[src/rtl/gbx_pkg.sv]
package gbx_pkg;

  // header width for the selected coding
  function automatic logic [7:0] hdr_len(input logic m67);
    return m67 ? 8'd3 : 8'd2;
  endfunction

  // total coded block length
  function automatic logic [7:0] blk_len(input logic m67);
    return 8'd64 + hdr_len(m67);
  endfunction

  // bits consumed by the next output word
  function automatic logic [7:0] need_bits(input logic m67, input int dw, input logic second);
    if (dw == 64) return blk_len(m67);
    return second ? 8'd32 : (hdr_len(m67) + 8'd32);
  endfunction

endpackage

[src/rtl/gbx_slip_ctl.sv]
module gbx_slip_ctl
  import gbx_pkg::*;
#(
  parameter int POS_W = 7
) (
  input  logic             clk,
  input  logic             rst,
  input  logic             mode67,
  input  logic             slip_req,
  output logic             slip_take,
  output logic [POS_W-1:0] pos
);

  logic slip_q;
  logic at_last;

  assign slip_take = slip_req & ~slip_q;
  assign at_last   = (pos == POS_W'(blk_len(mode67) - 8'd1));

  always_ff @(posedge clk) begin
    if (rst) begin
      slip_q <= 1'b0;
      pos    <= '0;
    end else begin
      slip_q <= slip_req;
      if (slip_take) pos <= at_last ? '0 : pos + 1'b1;
    end
  end

  // a held request moves nothing after its first cycle
  assert_slip_once_R6: assert property (@(posedge clk) disable iff (rst)
    (slip_req && slip_q) |=> (pos == $past(pos)));

  // position stays inside one block length
  assert_pos_range_R7: assert property (@(posedge clk) disable iff (rst)
    (8'(pos) < blk_len(mode67)));

endmodule

[src/rtl/gbx_shift_buf.sv]
module gbx_shift_buf
  import gbx_pkg::*;
#(
  parameter int DW = 64
) (
  input  logic          clk,
  input  logic          rst,
  input  logic          mode67,
  input  logic [DW-1:0] rx_bits,
  input  logic          slip_take,
  output logic          emit,
  output logic          first_word,
  output logic [2:0]    word_hdr,
  output logic [DW-1:0] word_data
);

  localparam int BUF_W = 2 * DW + 4;
  localparam int CW    = $clog2(BUF_W + 1);
  localparam int WORDS = 64 / DW;

  logic [BUF_W-1:0] buf_q, merged, shifted;
  logic [CW-1:0]    cnt_q, avail, need, hl;
  logic             phase_q;

  generate
    if (WORDS == 2) begin : g_half
      always_ff @(posedge clk) begin
        if (rst)       phase_q <= 1'b0;
        else if (emit) phase_q <= ~phase_q;
      end
    end else begin : g_full
      assign phase_q = 1'b0;
    end
  endgenerate

  assign first_word = ~phase_q;
  assign hl         = CW'(hdr_len(mode67));
  assign need       = CW'(need_bits(mode67, DW, phase_q));

  // new bits land just above the valid fill
  assign merged  = buf_q | (BUF_W'(rx_bits) << cnt_q);
  assign shifted = slip_take ? (merged >> 1) : merged;
  assign avail   = cnt_q + CW'(DW) - CW'(slip_take);
  assign emit    = (avail >= need);

  assign word_hdr  = mode67 ? shifted[2:0] : {1'b0, shifted[1:0]};
  assign word_data = first_word ? DW'(shifted >> hl) : shifted[DW-1:0];

  always_ff @(posedge clk) begin
    if (rst) begin
      buf_q <= '0;
      cnt_q <= '0;
    end else if (emit) begin
      buf_q <= shifted >> need;
      cnt_q <= avail - need;
    end else begin
      buf_q <= shifted;
      cnt_q <= avail;
    end
  end

  // fill never reaches a word's worth between cycles
  assert_fill_bound_R4: assert property (@(posedge clk) disable iff (rst)
    (cnt_q < CW'(need_bits(mode67, DW, phase_q))));

endmodule

[src/rtl/gbx_rx_top.sv]
module gbx_rx_top
  import gbx_pkg::*;
#(
  parameter int DW    = 64,
  parameter int POS_W = 7
) (
  input  logic             clk,
  input  logic             rst,
  input  logic             mode67,
  input  logic [DW-1:0]    rx_bits,
  input  logic             slip_req,
  output logic [DW-1:0]    blk_data,
  output logic [2:0]       blk_hdr,
  output logic             hdr_vld,
  output logic             data_vld,
  output logic [POS_W-1:0] align_pos
);

  logic          slip_take;
  logic          emit;
  logic          first_word;
  logic [2:0]    word_hdr;
  logic [DW-1:0] word_data;

  gbx_slip_ctl #(.POS_W(POS_W)) u_slip (
    .clk       (clk),
    .rst       (rst),
    .mode67    (mode67),
    .slip_req  (slip_req),
    .slip_take (slip_take),
    .pos       (align_pos)
  );

  gbx_shift_buf #(.DW(DW)) u_buf (
    .clk        (clk),
    .rst        (rst),
    .mode67     (mode67),
    .rx_bits    (rx_bits),
    .slip_take  (slip_take),
    .emit       (emit),
    .first_word (first_word),
    .word_hdr   (word_hdr),
    .word_data  (word_data)
  );

  always_ff @(posedge clk) begin
    if (rst) begin
      blk_data <= '0;
      blk_hdr  <= '0;
      hdr_vld  <= 1'b0;
      data_vld <= 1'b0;
    end else begin
      data_vld <= emit;
      hdr_vld  <= emit & first_word;
      if (emit)              blk_data <= word_data;
      if (emit & first_word) blk_hdr  <= word_hdr;
    end
  end

  assert_hdr_needs_data_R2: assert property (@(posedge clk) disable iff (rst)
    hdr_vld |-> data_vld);

  assert_hdr_bit2_clear_R1: assert property (@(posedge clk) disable iff (rst)
    (hdr_vld && !mode67) |-> (blk_hdr[2] == 1'b0));

  generate
    if (DW == 64) begin : g_chk_full
      assert_whole_block_R2: assert property (@(posedge clk) disable iff (rst)
        data_vld |-> hdr_vld);
    end else begin : g_chk_half
      assert_hdr_alternate_R3: assert property (@(posedge clk) disable iff (rst)
        hdr_vld |=> !hdr_vld);
    end
  endgenerate

endmodule

[config.mk]
export PLATFORM = sky130hd
export DESIGN_NAME = gbx_rx_top
export DESIGN_NICKNAME = d
export VERILOG_FILES = /design/src/rtl/gbx_pkg.sv /design/src/rtl/gbx_slip_ctl.sv /design/src/rtl/gbx_shift_buf.sv /design/src/rtl/gbx_rx_top.sv
export SDC_FILE = /design/constraint.sdc
export NUM_CORES = 1
export LEC_CHECK = 0
export BUFFER_PORTS_ARGS = -buffer_cell sky130_fd_sc_hd__buf_2
export CAP_MARGIN = 10
export CORE_ASPECT_RATIO = 0.7
export CORE_MARGIN = 1
export CORE_UTILIZATION = 31
export CTS_BUF_LIST = sky130_fd_sc_hd__clkbuf_4
export DETAILED_ROUTE_END_ITERATION = 12
export GPL_ROUTABILITY_DRIVEN = 1
export PLACE_DENSITY_LB_ADDON = 0.08
export SYNTH_ARGS = -nofsm -noshare
export SYNTH_HDL_FRONTEND = slang
export SYNTH_HIERARCHICAL = 1
export SYNTH_SLANG_ARGS = --single-unit
[constraint.sdc]
create_clock -name clk -period 9 [get_ports clk]
set_input_delay 1.8 -clock clk [delete_from_list [all_inputs] [get_ports clk]]
set_output_delay 1.8 -clock clk [all_outputs]
set_load 0.03 [all_outputs]
# After elaboration in Yosys (flattened, before gate mapping)

Index checks and enable logic that the tools add are counted.

$add $sub $neg: 6
Equal/unequal tests: 1
Muxes and demuxes: 6
Shift-type cells: 3
$lt $le $gt $ge: 1
Bitwise logic cells: 3

Operators by type and width:

| kind                                             | number |
|---|---|
| two-way mux 132 bit                              | 2 |
| bitwise OR 132 bit                               | 1 |
| left shift 64 x 8 -> 132 bit                     | 1 |
| >> shifter 132 x 8 -> 132 bit                    | 1 |
| >> shifter 132 x 8 -> 64 bit                     | 1 |
| adder 7 x 2 -> 8 bit, first input constant       | 1 |
| adder 8 x 7 -> 8 bit, second input constant      | 1 |
| greater-or-equal comparator 8 bit                | 1 |
| two-way mux 8 bit                                | 1 |
| subtractor 8 x 1 -> 8 bit                        | 1 |
| subtractor 8 bit                                 | 1 |
| adder 7 x 1 -> 7 bit, second input constant      | 1 |
| == test 7 bit                                    | 1 |
| two-way mux 7 bit                                | 1 |
| subtractor 7 x 1 -> 7 bit, second input constant | 1 |
| two-way mux 3 bit                                | 1 |
| bitwise AND 1 bit                                | 1 |
| two-way mux 1 bit                                | 1 |
| NOT 1 bit                                        | 1 |

Flip-flop bits (word level): 216
Logic and storage cells: 27

# Longest topological paths before layout

Depth after elaboration: 5
Depth in mapped cells: 21
Mapped depth without buffers: 14

# Modules after synthesis

The synthesis kept the hierarchy.

Modules (own cells, without submodules):

| module        | cells an instance | seq. area each (um^2) | instances | area each (um^2) |
|---|---|---|---|---|
| gbx_shift_buf | 1,811             | 2,802.7               | 1         | 15,613.7 |
| gbx_rx_top    | 225               | 1,381.3               | 1         | 2,493.6 |
| gbx_slip_ctl  | 41                | 160.2                 | 1         | 405.4 |

# Least setup slack after synthesis

Ideal clock, no wire load.

Kind: input-to-reg
Start point: input port slip_req
End point: register blk_data[10]
Buffers on the path: 5
Cell stages on the path: 18
Required time: 8.872 ns
Arrival: 5.228 ns
Path slack: 3.645 ns
Cells stage by stage: and2b_1 > ha_1 > inv_1 > ha_1 > fa_1 > a21o_1 > a21oi_1 > xnor2_1 > a2111oi_0 > o21a_1 > inv_1 > clkbuf_1 > clkbuf_1 > buf_1 > buf_6 > buf_8 > mux2i_1 > nor2_1

Cells in the longest elaborated chain, start to end: 3
Elaborated cells between the ends (all ways): 5

Ends and longest elaborated chain:

| what                              | RTL line            | RTL |
|---|---|---|
| start, declared                   | gbx_rx_top.sv:11    | `input logic slip_req,` |
| bitwise AND 1 bit                 | gbx_slip_ctl.sv:17  | `assign slip_take = slip_req & ~slip_q;` |
| subtractor 8 x 1 -> 8 bit         | gbx_shift_buf.sv:43 | `assign avail = cnt_q + CW'(DW) - CW'(slip_take);` |
| greater-or-equal comparator 8 bit | gbx_shift_buf.sv:44 | `assign emit = (avail >= need);` |
| net emit                          | gbx_rx_top.sv:20    | `logic emit;` |
| end signal, assigned              | gbx_rx_top.sv:55    | `if (emit) blk_data <= word_data;` |
| end, declared                     | gbx_rx_top.sv:12    | `output logic [DW-1:0] blk_data,` |

The timed path passes the listed nets, and every way through them passes these cells.
A chain may end at the register's enable or synchronous reset.

# Worst setup path after layout

Start point: input port slip_req
End point: register blk_data[54]

Cells in the longest elaborated chain, start to end: 3
Elaborated cells between the ends (all ways): 5

Ends and longest elaborated chain:

| what                              | RTL line            | RTL |
|---|---|---|
| bitwise AND 1 bit                 | gbx_slip_ctl.sv:17  |  |
| net slip_take                     | gbx_rx_top.sv:19    | `logic slip_take;` |
| subtractor 8 x 1 -> 8 bit         | gbx_shift_buf.sv:43 |  |
| greater-or-equal comparator 8 bit | gbx_shift_buf.sv:44 |  |
| net emit                          | gbx_rx_top.sv:20    |  |

The timed path passes the listed nets, and every way through them passes these cells.

==> flow_summary.toml <==
[sta]
hold_viol_final = 0
min_period_ns = 6.24
tightest_slew_ns = 1.29
skew_ns = 0.0823
slew_headroom_pct = 13.1
fin_crit_sh_pct = 69.3
clock.fmax_mhz = 160
setup_violations = 0
rsz0062_at_grt = "false"
drv_slew = 0
fin_setup_tns_ns = 0

[grt]
gr-total-overflow = 0
grt_pass1_vias = 17834
grt_max_degree = 75
antenna_found_initial = 2
grt_pass1_wl_um = 131000
grt.total_usage_pct = 29.4

[logic_synthesis]
synth_area_um2 = 18500
synth_cell_type_count = 96
synth.avg_cell_area_um2 = 8.91
synth_warnings = 6
ys.flop_type = "dfxtp_1"
synth_edf_count = 0
ys_seq_area_share_pct = 23.5
synth_nets = 2156
synthCells = 2077
async_flop_share_pct = 0
ys_ff_latch = 217

[clock_tree]
cts_tree = "built"
path_clk_slew_ns = 0.06
cts.sinks = 217
cts_buffers = 58
holdBufCountCts = 0
cts_resized = 0
htree_levels = 2
cts_buffer_depth = 3
cts_root_buf = "clkbuf_4"
clkLatencyLatePin_ns = 0.81
cts_setup_buffers = 0

[worst_hold_path]
holdCritPathClass = "register to register"

[floorplan]
core_area_um2 = 58700
start_util_pct = 31.5
rows = 74
die_area_um2 = 60700
chipWidth_um = 294
io_pins = 144
chipHeight_um = 206

[placed_design]
gp_congestion = 0.979
dp_cells = 2877
place_hpwl_um = 67200
io_buffers = 143

[detailed_routing]
first_pass_iters = 8
drt_wl_total_um = 90200
route.detailed.drc = 0
drt-vias-per-instance = 6.28
wl_per_cell_um = 30.2
ant_nets = 0
vias = 18730
drtIter0Drc = 2510

[setup_path]
cp-start-kind = "input port"
crit_arrival_ns = 6.86
critPathKind = "input port to register"
crit_fanout = 50
cp_data_required_time_ns = 9.61
critPathCaptureType = "register"

[cells_and_area]
finalNetCount = 2218
utilization_pct = 34.9
area_growth_pct = 10.6
layout-drive-gt1-share_pct = 25.9
layout.cells.non_filler = 2981

[run_status]
outcome = "completed"

[job]
timing.max_cap.violations = 0
## Yosys cell counts, types with 7 or more instances
cell       number  area, um^2
nor3_1         47         235
mux4_2        123        2770
o22a_1          7        61.3
o21ai_1        11        55.1
a2111oi_0       7        61.3
o221ai_1       23         201
dfxtp_1       217        4340
inv_1          22        82.6
a31o_2          7        61.3
a211o_1        15         131
ha_1           10         125
clkbuf_1      110         413
nand2_1       160         601
a22o_1         15         131
a22oi_1        11        82.6
nor4_1         12        75.1
xnor2_1         7        61.3
a2bb2oi_1       9        78.8
a21o_1         23         173
mux2_2         98        1100
buf_4           9        67.6
nor2b_1        11        68.8
buf_1          25        93.8
nand3_1        24         120
o211ai_1       18         135
o21ai_0        90         450
or2_2          10        62.6
o22ai_1        23         144
buf_2          38         190
o21a_1         10        75.1
and3_1         10        62.6
a211oi_1       43         323
a31oi_1        24         150
or3_1          13        81.3
a221oi_1       25         219
a21oi_1       104         521
and2_1         22         138
o2bb2ai_1       8        70.1
mux2i_1       220        2200
o31ai_1        17         128
nor2_1        254         953
nand2b_1       14        87.6
a221o_1        13         130
## layout by cell type (no fill, tap or decap), types with 46 or more instances in the layout
| master | count |
|---|---|
| dfxtp_1 | 212 |
| a21oi_1 | 104 |
| clkbuf_4 | 86 |
| buf_2 | 141 |
| o21ai_0 | 90 |
| mux2i_1 | 220 |
| nor3_1 | 46 |
| buf_4 | 53 |
| nand2_1 | 159 |
| mux2_2 | 98 |
| mux4_2 | 123 |
| nor2_1 | 251 |
## critical path, cell delays in order
cell	delay (ns)
buf_2	0.14
and2b_4	0.62
ha_1	0.25
inv_1	0.04
ha_1	0.20
fa_1	0.41
a21o_1	0.17
a21oi_1	0.31
xnor2_1	0.27
a2111oi_0	0.14
o21a_1	0.19
buf_4	0.24
inv_4	0.46
buf_4	0.50
buf_4	0.65
mux2i_1	0.27
nor2_1	0.06
## metal layers
layer	wire (um)	global-route usage, %	up-vias
met1	40600	42.5	9439
met5	0	0	-
li1	-	-	8161
met4	1810	6.21	0
met2	38600	43.9	1004
met3	9200	7.02	126
## final timing paths
check / from / to / slack [ns] / depth (start not counted)
setup reg to reg: u_buf/cnt_q[1] / blk_data[54] / 3.48 / 14
setup / recovery: slip_req / blk_data[54] / 2.76 / 17
hold / removal: blk_data[55] / blk_data[55] / 0.49 / 2
hold reg to reg: blk_data[55] / blk_data[55] / 0.49 / 2
## cells by family (layout without fill, tap and decap cells)
group / after synthesis / after routing / share of synthesized area (%)
DFF: 217 / 217 / 23.5
AOI/OAI and AO/OA: 576 / 576 / 22.2
buffers and inverters: 220 / 325 / 5.52
xor gates and xnor gates: 9 / 9 / 0.426
other: 1 / 2 / 0.0203
muxes: 443 / 443 / 33.0
and+or+nand+nor: 600 / 600 / 14.6
adders and majority gates: 11 / 11 / 0.784
## state kept, by name, indices dropped and copies added, names as in the netlist
signal,cells
u_buf/buf_q,132
blk_data,64
u_buf/cnt_q,8
u_slip/pos,7
blk_hdr,3
data_vld,1
hdr_vld,1
u_slip/slip_q,1
## through the flow
step | setup slack, ns | hold slack [ns] | area [um^2]
floorplan | 3.64 | 0.525 | 18500
global placement | 2.14 | 0.481 | 19800
detailed placement | 2.01 | 0.482 | 19800
CTS | 2.86 | 0.499 | 20500
global route | 2.43 | 0.535 | 20500
finish | 2.76 | 0.491 | 20500
## cell type report
class	instances	area (um^2)
Clock inverter	17	65.1
Multi-Input combinational cell	1640	13200
Timing Repair Buffer	195	1120
Sequential cell	217	4360
Fill cell	6146	38200
Antenna cell	1	2.50
Clock buffer	86	646
Inverter	27	106
Tap cell	798	998
Power is left out: the tool's default activity adds up to more than one toggle a clock period on the data nets, which glitch-free logic cannot reach.
